## src/rtl/ocu_pkg.sv

```systemverilog
package ocu_pkg;
    localparam int CSR_W      = 8;
    localparam int FLAG_BASE  = 6;
    localparam int IE_BASE    = 4;
    localparam int CEN_BASE   = 0;
    localparam logic [1:0] ADDR_CSR  = 2'd0;
    localparam logic [1:0] ADDR_CMP0 = 2'd1;
    localparam logic [1:0] ADDR_CMP1 = 2'd2;
endpackage

```

## src/rtl/ocu_channel.sv

```systemverilog
module ocu_channel #(
    parameter int TW = 16
) (
    input  logic          clk,
    input  logic          rst_n,
    input  logic [TW-1:0] timer_val,
    input  logic          timer_tick,
    input  logic          cmp_we,
    input  logic [TW-1:0] cmp_wdata,
    input  logic          ctl_we,
    input  logic          ctl_flag_bit,
    input  logic          ctl_ie_bit,
    input  logic          ctl_cen_bit,
    output logic [TW-1:0] cmp_val,
    output logic          cen,
    output logic          ie,
    output logic          flag,
    output logic          req
);
    typedef struct packed {
        logic [TW-1:0] cmp;
        logic          cen;
        logic          ie;
        logic          flag;
    } chan_st_t;

    chan_st_t st_d, st_q;
    logic     hit;

    always_comb begin
        st_d = st_q;
        hit  = timer_tick && st_q.cen && (st_q.cmp == timer_val);
        if (cmp_we) st_d.cmp = cmp_wdata;
        if (ctl_we) begin
            st_d.cen = ctl_cen_bit;
            st_d.ie  = ctl_ie_bit;
        end
        st_d.flag = hit || (st_q.flag && !(ctl_we && !ctl_flag_bit));
    end

    always_ff @(posedge clk or negedge rst_n) begin
        if (!rst_n) st_q <= '0;
        else        st_q <= st_d;
    end

    assign cmp_val = st_q.cmp;
    assign cen     = st_q.cen;
    assign ie      = st_q.ie;
    assign flag    = st_q.flag;
    assign req     = st_q.flag && st_q.ie;


    match_sets_flag_chk: assert property (@(posedge clk) disable iff (!rst_n)
        (timer_tick && cen && cmp_val == timer_val) |=> flag);


    no_detect_when_idle_chk: assert property (@(posedge clk) disable iff (!rst_n)
        (!flag && (!timer_tick || !cen)) |=> !flag);


    write_one_keeps_flag_chk: assert property (@(posedge clk) disable iff (!rst_n)
        (ctl_we && ctl_flag_bit && flag) |=> flag);


    write_zero_clears_chk: assert property (@(posedge clk) disable iff (!rst_n)
        (ctl_we && !ctl_flag_bit && flag && !hit) |=> !flag);
endmodule

```

## src/rtl/ocu_readmux.sv

```systemverilog
module ocu_readmux #(
    parameter int TW = 16
) (
    input  logic [1:0]    rd_addr,
    input  logic          rmw_read,
    input  logic [1:0]    flag,
    input  logic [1:0]    ie,
    input  logic [1:0]    cen,
    input  logic [TW-1:0] cmp0,
    input  logic [TW-1:0] cmp1,
    output logic [TW-1:0] rd_data
);
    import ocu_pkg::*;

    logic [CSR_W-1:0] csr_byte;

    always_comb begin
        csr_byte = '0;
        for (int i = 0; i < 2; i++) begin
            csr_byte[FLAG_BASE+i] = flag[i] || rmw_read;
            csr_byte[IE_BASE+i]   = ie[i];
            csr_byte[CEN_BASE+i]  = cen[i];
        end
        case (rd_addr)
            ADDR_CSR:  rd_data = {{(TW-CSR_W){1'b0}}, csr_byte};
            ADDR_CMP0: rd_data = cmp0;
            ADDR_CMP1: rd_data = cmp1;
            default:   rd_data = '0;
        endcase
    end
endmodule

```

## src/rtl/paired_ocu.sv

```systemverilog
module paired_ocu #(
    parameter int TW = 16
) (
    input  logic          clk,
    input  logic          rst_n,
    input  logic [TW-1:0] timer_val,
    input  logic          timer_tick,
    input  logic          wr_en,
    input  logic [1:0]    wr_addr,
    input  logic [TW-1:0] wr_data,
    input  logic [1:0]    rd_addr,
    input  logic          rmw_read,
    output logic [TW-1:0] rd_data,
    output logic          irq
);
    import ocu_pkg::*;

    logic [1:0]    flag_w, ie_w, cen_w, req_w;
    logic [TW-1:0] cmp_w [2];
    logic          csr_we;

    assign csr_we = wr_en && (wr_addr == ADDR_CSR);

    for (genvar g = 0; g < 2; g++) begin : g_chan
        localparam logic [1:0] CMP_ADDR = ADDR_CMP0 + 2'(g);
        ocu_channel #(.TW(TW)) u_chan (
            .clk          (clk),
            .rst_n        (rst_n),
            .timer_val    (timer_val),
            .timer_tick   (timer_tick),
            .cmp_we       (wr_en && (wr_addr == CMP_ADDR)),
            .cmp_wdata    (wr_data),
            .ctl_we       (csr_we),
            .ctl_flag_bit (wr_data[FLAG_BASE+g]),
            .ctl_ie_bit   (wr_data[IE_BASE+g]),
            .ctl_cen_bit  (wr_data[CEN_BASE+g]),
            .cmp_val      (cmp_w[g]),
            .cen          (cen_w[g]),
            .ie           (ie_w[g]),
            .flag         (flag_w[g]),
            .req          (req_w[g])
        );
    end

    ocu_readmux #(.TW(TW)) u_rdmux (
        .rd_addr  (rd_addr),
        .rmw_read (rmw_read),
        .flag     (flag_w),
        .ie       (ie_w),
        .cen      (cen_w),
        .cmp0     (cmp_w[0]),
        .cmp1     (cmp_w[1]),
        .rd_data  (rd_data)
    );

    assign irq = |req_w;


    rmw_flags_high_chk: assert property (@(posedge clk) disable iff (!rst_n)
        (rd_addr == ADDR_CSR && rmw_read) |-> (rd_data[7:6] == 2'b11));


    unused_bits_zero_chk: assert property (@(posedge clk) disable iff (!rst_n)
        (rd_addr == ADDR_CSR) |-> (rd_data[3:2] == 2'b00));


    irq_needs_enable_chk: assert property (@(posedge clk) disable iff (!rst_n)
        irq |-> (ie_w != 2'b00));
endmodule

```

## config.mk

```make
export PLATFORM = sky130hd
export DESIGN_NAME = paired_ocu
export DESIGN_NICKNAME = d
export VERILOG_FILES = /design/src/rtl/ocu_pkg.sv /design/src/rtl/ocu_channel.sv /design/src/rtl/ocu_readmux.sv /design/src/rtl/paired_ocu.sv
export SDC_FILE = /design/constraint.sdc
export NUM_CORES = 1
export LEC_CHECK = 0
export BUFFER_PORTS_ARGS = -buffer_cell sky130_fd_sc_hd__buf_4
export CAP_MARGIN = 20
export CORE_ASPECT_RATIO = 0.75
export CORE_UTILIZATION = 30
export CTS_BUF_LIST = sky130_fd_sc_hd__clkbuf_4 sky130_fd_sc_hd__clkbuf_8
export DETAILED_ROUTE_END_ITERATION = 7
export GPL_TIMING_DRIVEN = 0
export PLACE_DENSITY_LB_ADDON = 0.12
export SYNTH_ARGS = -nofsm -noshare
export SYNTH_HDL_FRONTEND = slang
export SYNTH_SLANG_ARGS = --single-unit
```

## constraint.sdc

```tcl
create_clock -name clk -period 1.36 [get_ports clk]
set_input_delay 0.068 -clock clk [delete_from_list [all_inputs] [get_ports clk]]
set_output_delay 0.068 -clock clk [all_outputs]
set_load 0.02 [all_outputs]
```

## Yosys cells after proc, flatten, opt, wreduce, memory -nomap -nowiden

Index checks and enable logic that the tools add are counted.

| storage, ports and cells | value |
|---|---|
| bits in registers | 38 |
| bits of input ports | 41 |
| output and inout bits | 17 |

| operators by class | value |
|---|---|
| eq/ne operators | 6 |
| multiplexer cells | 1 |
| reductions and logical operators | 24 |

Operators by type and width:

| kind | count |
|---|---|
| one-hot mux 16 bit (3 select lines) | 1 |
| == test 16 bit | 2 |
| logical AND 1 bit | 13 |
| == test 2 x 1 -> 1 bit, second input constant | 2 |
| == test 2 bit, second input constant | 2 |
| zero test 1 bit | 4 |
| zero test 2 bit | 2 |
| logical OR 1 bit | 4 |
| OR reduction 2 bit | 1 |

## Depth between registers and ports, before layout

| logic depth | value |
|---|---|
| depth in word-level cells | 6 |
| mapped depth | 6 |
| gate-level depth less buffers | 4 |

## Cells and area by module

A second synthesis with hierarchy kept.

| unflattened totals | value |
|---|---|
| cell total of the unflattened synthesis | 166 |
| area total of the unflattened synthesis | 2080.7 µm² |

By module, submodules not included:

| module | times used | cells each | area each (µm²) | seq. area each (µm²) |
|---|---|---|---|---|
| ocu_channel | 2 | 65 | 885.8 | 475.5 |
| ocu_readmux | 1 | 32 | 272.8 | 0.0 |
| paired_ocu | 1 | 4 | 36.3 | 0.0 |

## Worst setup path after synthesis

No wires, ideal clock.

| path | value |
|---|---|
| kind | reg-to-reg |
| from | reg g_chan[0].u_chan.st_q (netlist bit g_chan[0].u_chan.cmp_val[2]) |
| to | reg g_chan[0].u_chan.st_q (netlist bit g_chan[0].u_chan.flag) |
| arrival | 1.009 ns |
| required time | 1.284 ns |
| slack | 0.275 ns |
| cell stages (with the launch flop) | 5 |
| path buffers | 0 |
| clock period less this slack | 1.085 ns |
| cells stage by stage | dfrtp_1 > xor2_1 > nor4_1 > nand4_1 > o21ai_1 |

RTL lines:

| item | RTL line | text |
|---|---|---|
| from (decl) | ocu_channel.sv:27 | `chan_st_t st_d, st_q;` |
| from (signal assigned) | ocu_channel.sv:43 | `else st_q <= st_d;` |

==> metrics.md <==
| Metric | Value |
|---|---|
| Main combinational cell family by area after synthesis | `multiplexers` |
| Filler instances | `between 600 and 700` |
| WHS Endpoint | `g_chan[1].u_chan.cmp_val[13]` |
| Final setup viols | `0` |
| Yosys top cell area share | `about 44%` |
| DIE AREA | `between 7000 and 8000 sq um` |
| WL/cell | `15.9 um` |
| Worst Clk Skew | `3.61 ps` |
| Tcrit/Tclk final | `95.9%` |
| Wirelength, routed | `around 5400 um` |
| Die extent in y | `approximately 75 um` |
| Post-route setup TNS | `0 ps` |
| Post-synthesis mux area share | `22.2%` |
| GR Overflow Total | `0` |
| Post-Synth Simple-Gate Area | `10.5%` |
| R2r startpoint | `g_chan[0].u_chan.cmp_val[14]` |
| Antenna-violating nets left | `0` |
| Most frequent cells in the layout | `buf_4, dfrtp_1, xor2_1, mux2_4, nand2_1` |
| Reg-to-reg endpoint | `g_chan[0].u_chan.flag` |
| Largest net degree at the start of global routing | `39` |
| I/O Pins | `58` |
| Slew Viols, Final | `0` |
| Largest cells by area after synthesis | `dfrtp_1, mux2_4, xor2_1, mux2_2, a22o_1` |
| Post-synth top flop | `dfrtp_1` |
| Cell at the root of the clock tree | `clkbuf_8` |
| Port Buffers | `56` |
| Worst Tran Pin Value | `just under 600 ps` |
| Area leader, netlist | `dfrtp_1` |
| DRC viols | `0` |
| Post-synth cell types | `25` |
| Antenna violations before repair | `0` |
| Hold Crit Class | `input port to flop` |
| Number of diodes | `0` |
| Gpl congestion | `0.744` |
| Post-Syn Area | `between 2000 and 2500 sq um` |
| RSZ-0062 raised after global routing | `true` |
| Cells on worst reg2reg path | `4` |
| Post-synth EDFFs | `0` |
| Most common cell after layout, fill and taps aside | `buf_4` |
| All-layer global routing usage | `~16%` |
| Post-Synth Adder-Cell Area | `0%` |
| Share of layout cells above drive strength 1 | `between 40 and 50%` |
| Clk Latency, worst-skew pair | `around 290 ps` |
| HPWL Detailed | `4070 um` |
| Crit start category | `flop` |
| Seq/Total Area, Yosys | `around 44%` |
| Via count | `roughly 1600` |
| Clock tree from TritonCTS | `yes` |
| Synth Area in Compound Gates | `7.65%` |
| Placed Area | `roughly 2700 sq um` |
| Setup crit end kind | `flop` |
| Starting DRT DRC Count | `33` |
| Clock transition at path regs | `70 ps` |
| H-tree depth | `2` |
| CP arrival | `approximately 1500 ps` |
| Total CTS buffers | `5` |
| Core Area | `about 7000 sq um` |
| Endpoints failing hold | `0` |
| Max rail drop VDD | `0.000382 V` |
| Fin area | `approximately 2800 sq um` |
| Ys async rst share | `100%` |
| WHS Path Cells | `2` |
| Global-route wire length before repair | `8650 um` |
| Critical path fanouts, max | `3` |
| Vias in the first global route | `1604` |
| Syn nets | `216` |
| Relative slew margins | `between 60% and 70%` |
| Xor/xnor share of the synthesized area | `about an eighth` |
| Run status | `complete, no violations` |
| Max-Cap Viols | `0` |
| Row count | `26` |
| WP data required | `between 1500 and 2000 ps` |
| Post-Layout Cell Count | `around 340` |
| Total power | `3.29 mW` |
| Initial Util | `31.2%` |
| Mapped Cells | `approximately 180` |
| Clk sinks | `38` |
| Crit path time final | `between 1000 and 1500 ps` |
| Placed Cells | `329` |
| Lkg Pwr | `1.39 nW` |
| Worst hold start | `wr_data[13]` |
| R2R setup slack | `60 ps` |
| Synth Register Bits | `38` |
| Area Overhead vs Synth | `32.8%` |
| Die W | `~100 um` |
| Crit Path Class | `flop to flop` |
| Max Freq | `~770 MHz` |
| Synth warnings | `0` |
| Final core occ | `between 40% and 50%` |
| Clk buf depth | `2` |
| DR pass1 iterations | `4` |
| Vias/cell | `about 4.6` |
| Final nets | `between 200 and 300` |
| Synthesized area per cell | `~12 sq um` |
| Pwr per Cell Area | `around 1200 nW/um^2` |
## stage by stage
stage / setup WS [ps] / hold slack [ps]
finish: 55.2 / 14.6
global placement: 44.4 / 83.0
detailed placement: 50.1 / 78.8
global route: -19.6 / 6.04
CTS: 29.1 / 7.68
floorplan: 275 / -228
## synthesized netlist by cell type, types with 2 or more instances
library cell	instances
xor2_1	30
a21oi_1	2
nor2b_1	2
o21ai_0	6
mux2_2	12
nor2_1	4
xnor2_1	2
nand3b_4	2
nand4_1	2
o21ai_1	2
buf_6	2
mux2_4	20
nand3_1	2
o21ai_2	2
nor4_1	6
dfrtp_1	38
a22o_1	11
nor3_1	2
nand2_1	18
buf_4	2
mux2i_1	4
## timing repair
item | in CTS | in global routing
setup endpoints to repair | 0 | 4
resized for setup | 0 | 3
hold endpoints to repair | 42 | 0
setup buffers | 0 | 2
hold buffers | 5 | 0
## how the worst max path moves through the flow
| stage | startpoint | end | slack (ps) | cells after the start |
|---|---|---|---|---|
| floorplan | g_chan[0].u_chan.cmp_val[2] | g_chan[0].u_chan.flag | 280 | 4 |
| global placement | g_chan[0].u_chan.cmp_val[10] | g_chan[0].u_chan.flag | 40 | 4 |
| detailed placement | g_chan[0].u_chan.cmp_val[10] | g_chan[0].u_chan.flag | 50 | 4 |
| CTS | g_chan[0].u_chan.cmp_val[10] | g_chan[0].u_chan.flag | 30 | 4 |
| global route | g_chan[0].u_chan.flag | rd_data[6] | -20 | 5 |
| finish | g_chan[0].u_chan.cmp_val[14] | g_chan[0].u_chan.flag | 60 | 4 |
## power breakdown
group	internal, mW	switching, mW	leakage, nW	total [mW]
Combinational	0.558	0.429	0.885	0.987
Clock	0.391	0.388	0.0431	0.779
Sequential	1.33	0.190	0.457	1.52
## sequential cells by signal, indices dropped and copies added (netlist names)
signal                 flops
g_chan.u_chan.ie           2
g_chan.u_chan.cen          2
g_chan.u_chan.cmp_val     32
g_chan.u_chan.flag         2
## kinds of logic (layout without fill, tap and decap cells)
kind of cell              Yosys count  in the layout
DFF                                38             38
xor gates and xnor gates           32             32
AOI/OAI and AO/OA                  23             23
muxes                              36             36
and+or+nand+nor                    40             40
buffers and inverters               6             75
## area by class of cell
class	instances	area [sq um]	area share (%)
clock buffer	6	82.6	2.90
timing repair buffer	63	485	17.1
tap	98	123	4.31
buffer	6	47.5	1.67
multi-input combinational	131	1160	40.6
sequential	38	951	33.4
## worst max-delay path, cell delays in order (launching register included)
cell and delay (ps):
dfrtp_1 410, xor2_1 180, nor4_1 380, nand3_1 130
o21ai_1 140
## routing by layer
layer	track usage (%)	part of all wire [%]	vias up
li1	-	-	756
met1	23.5	54	758
met2	23.0	41	41
met3	3.90	4.1	8
met4	4.41	1.0	0
met5	0	0	-
No activity file was read; power rests on OpenSTA's default activity.
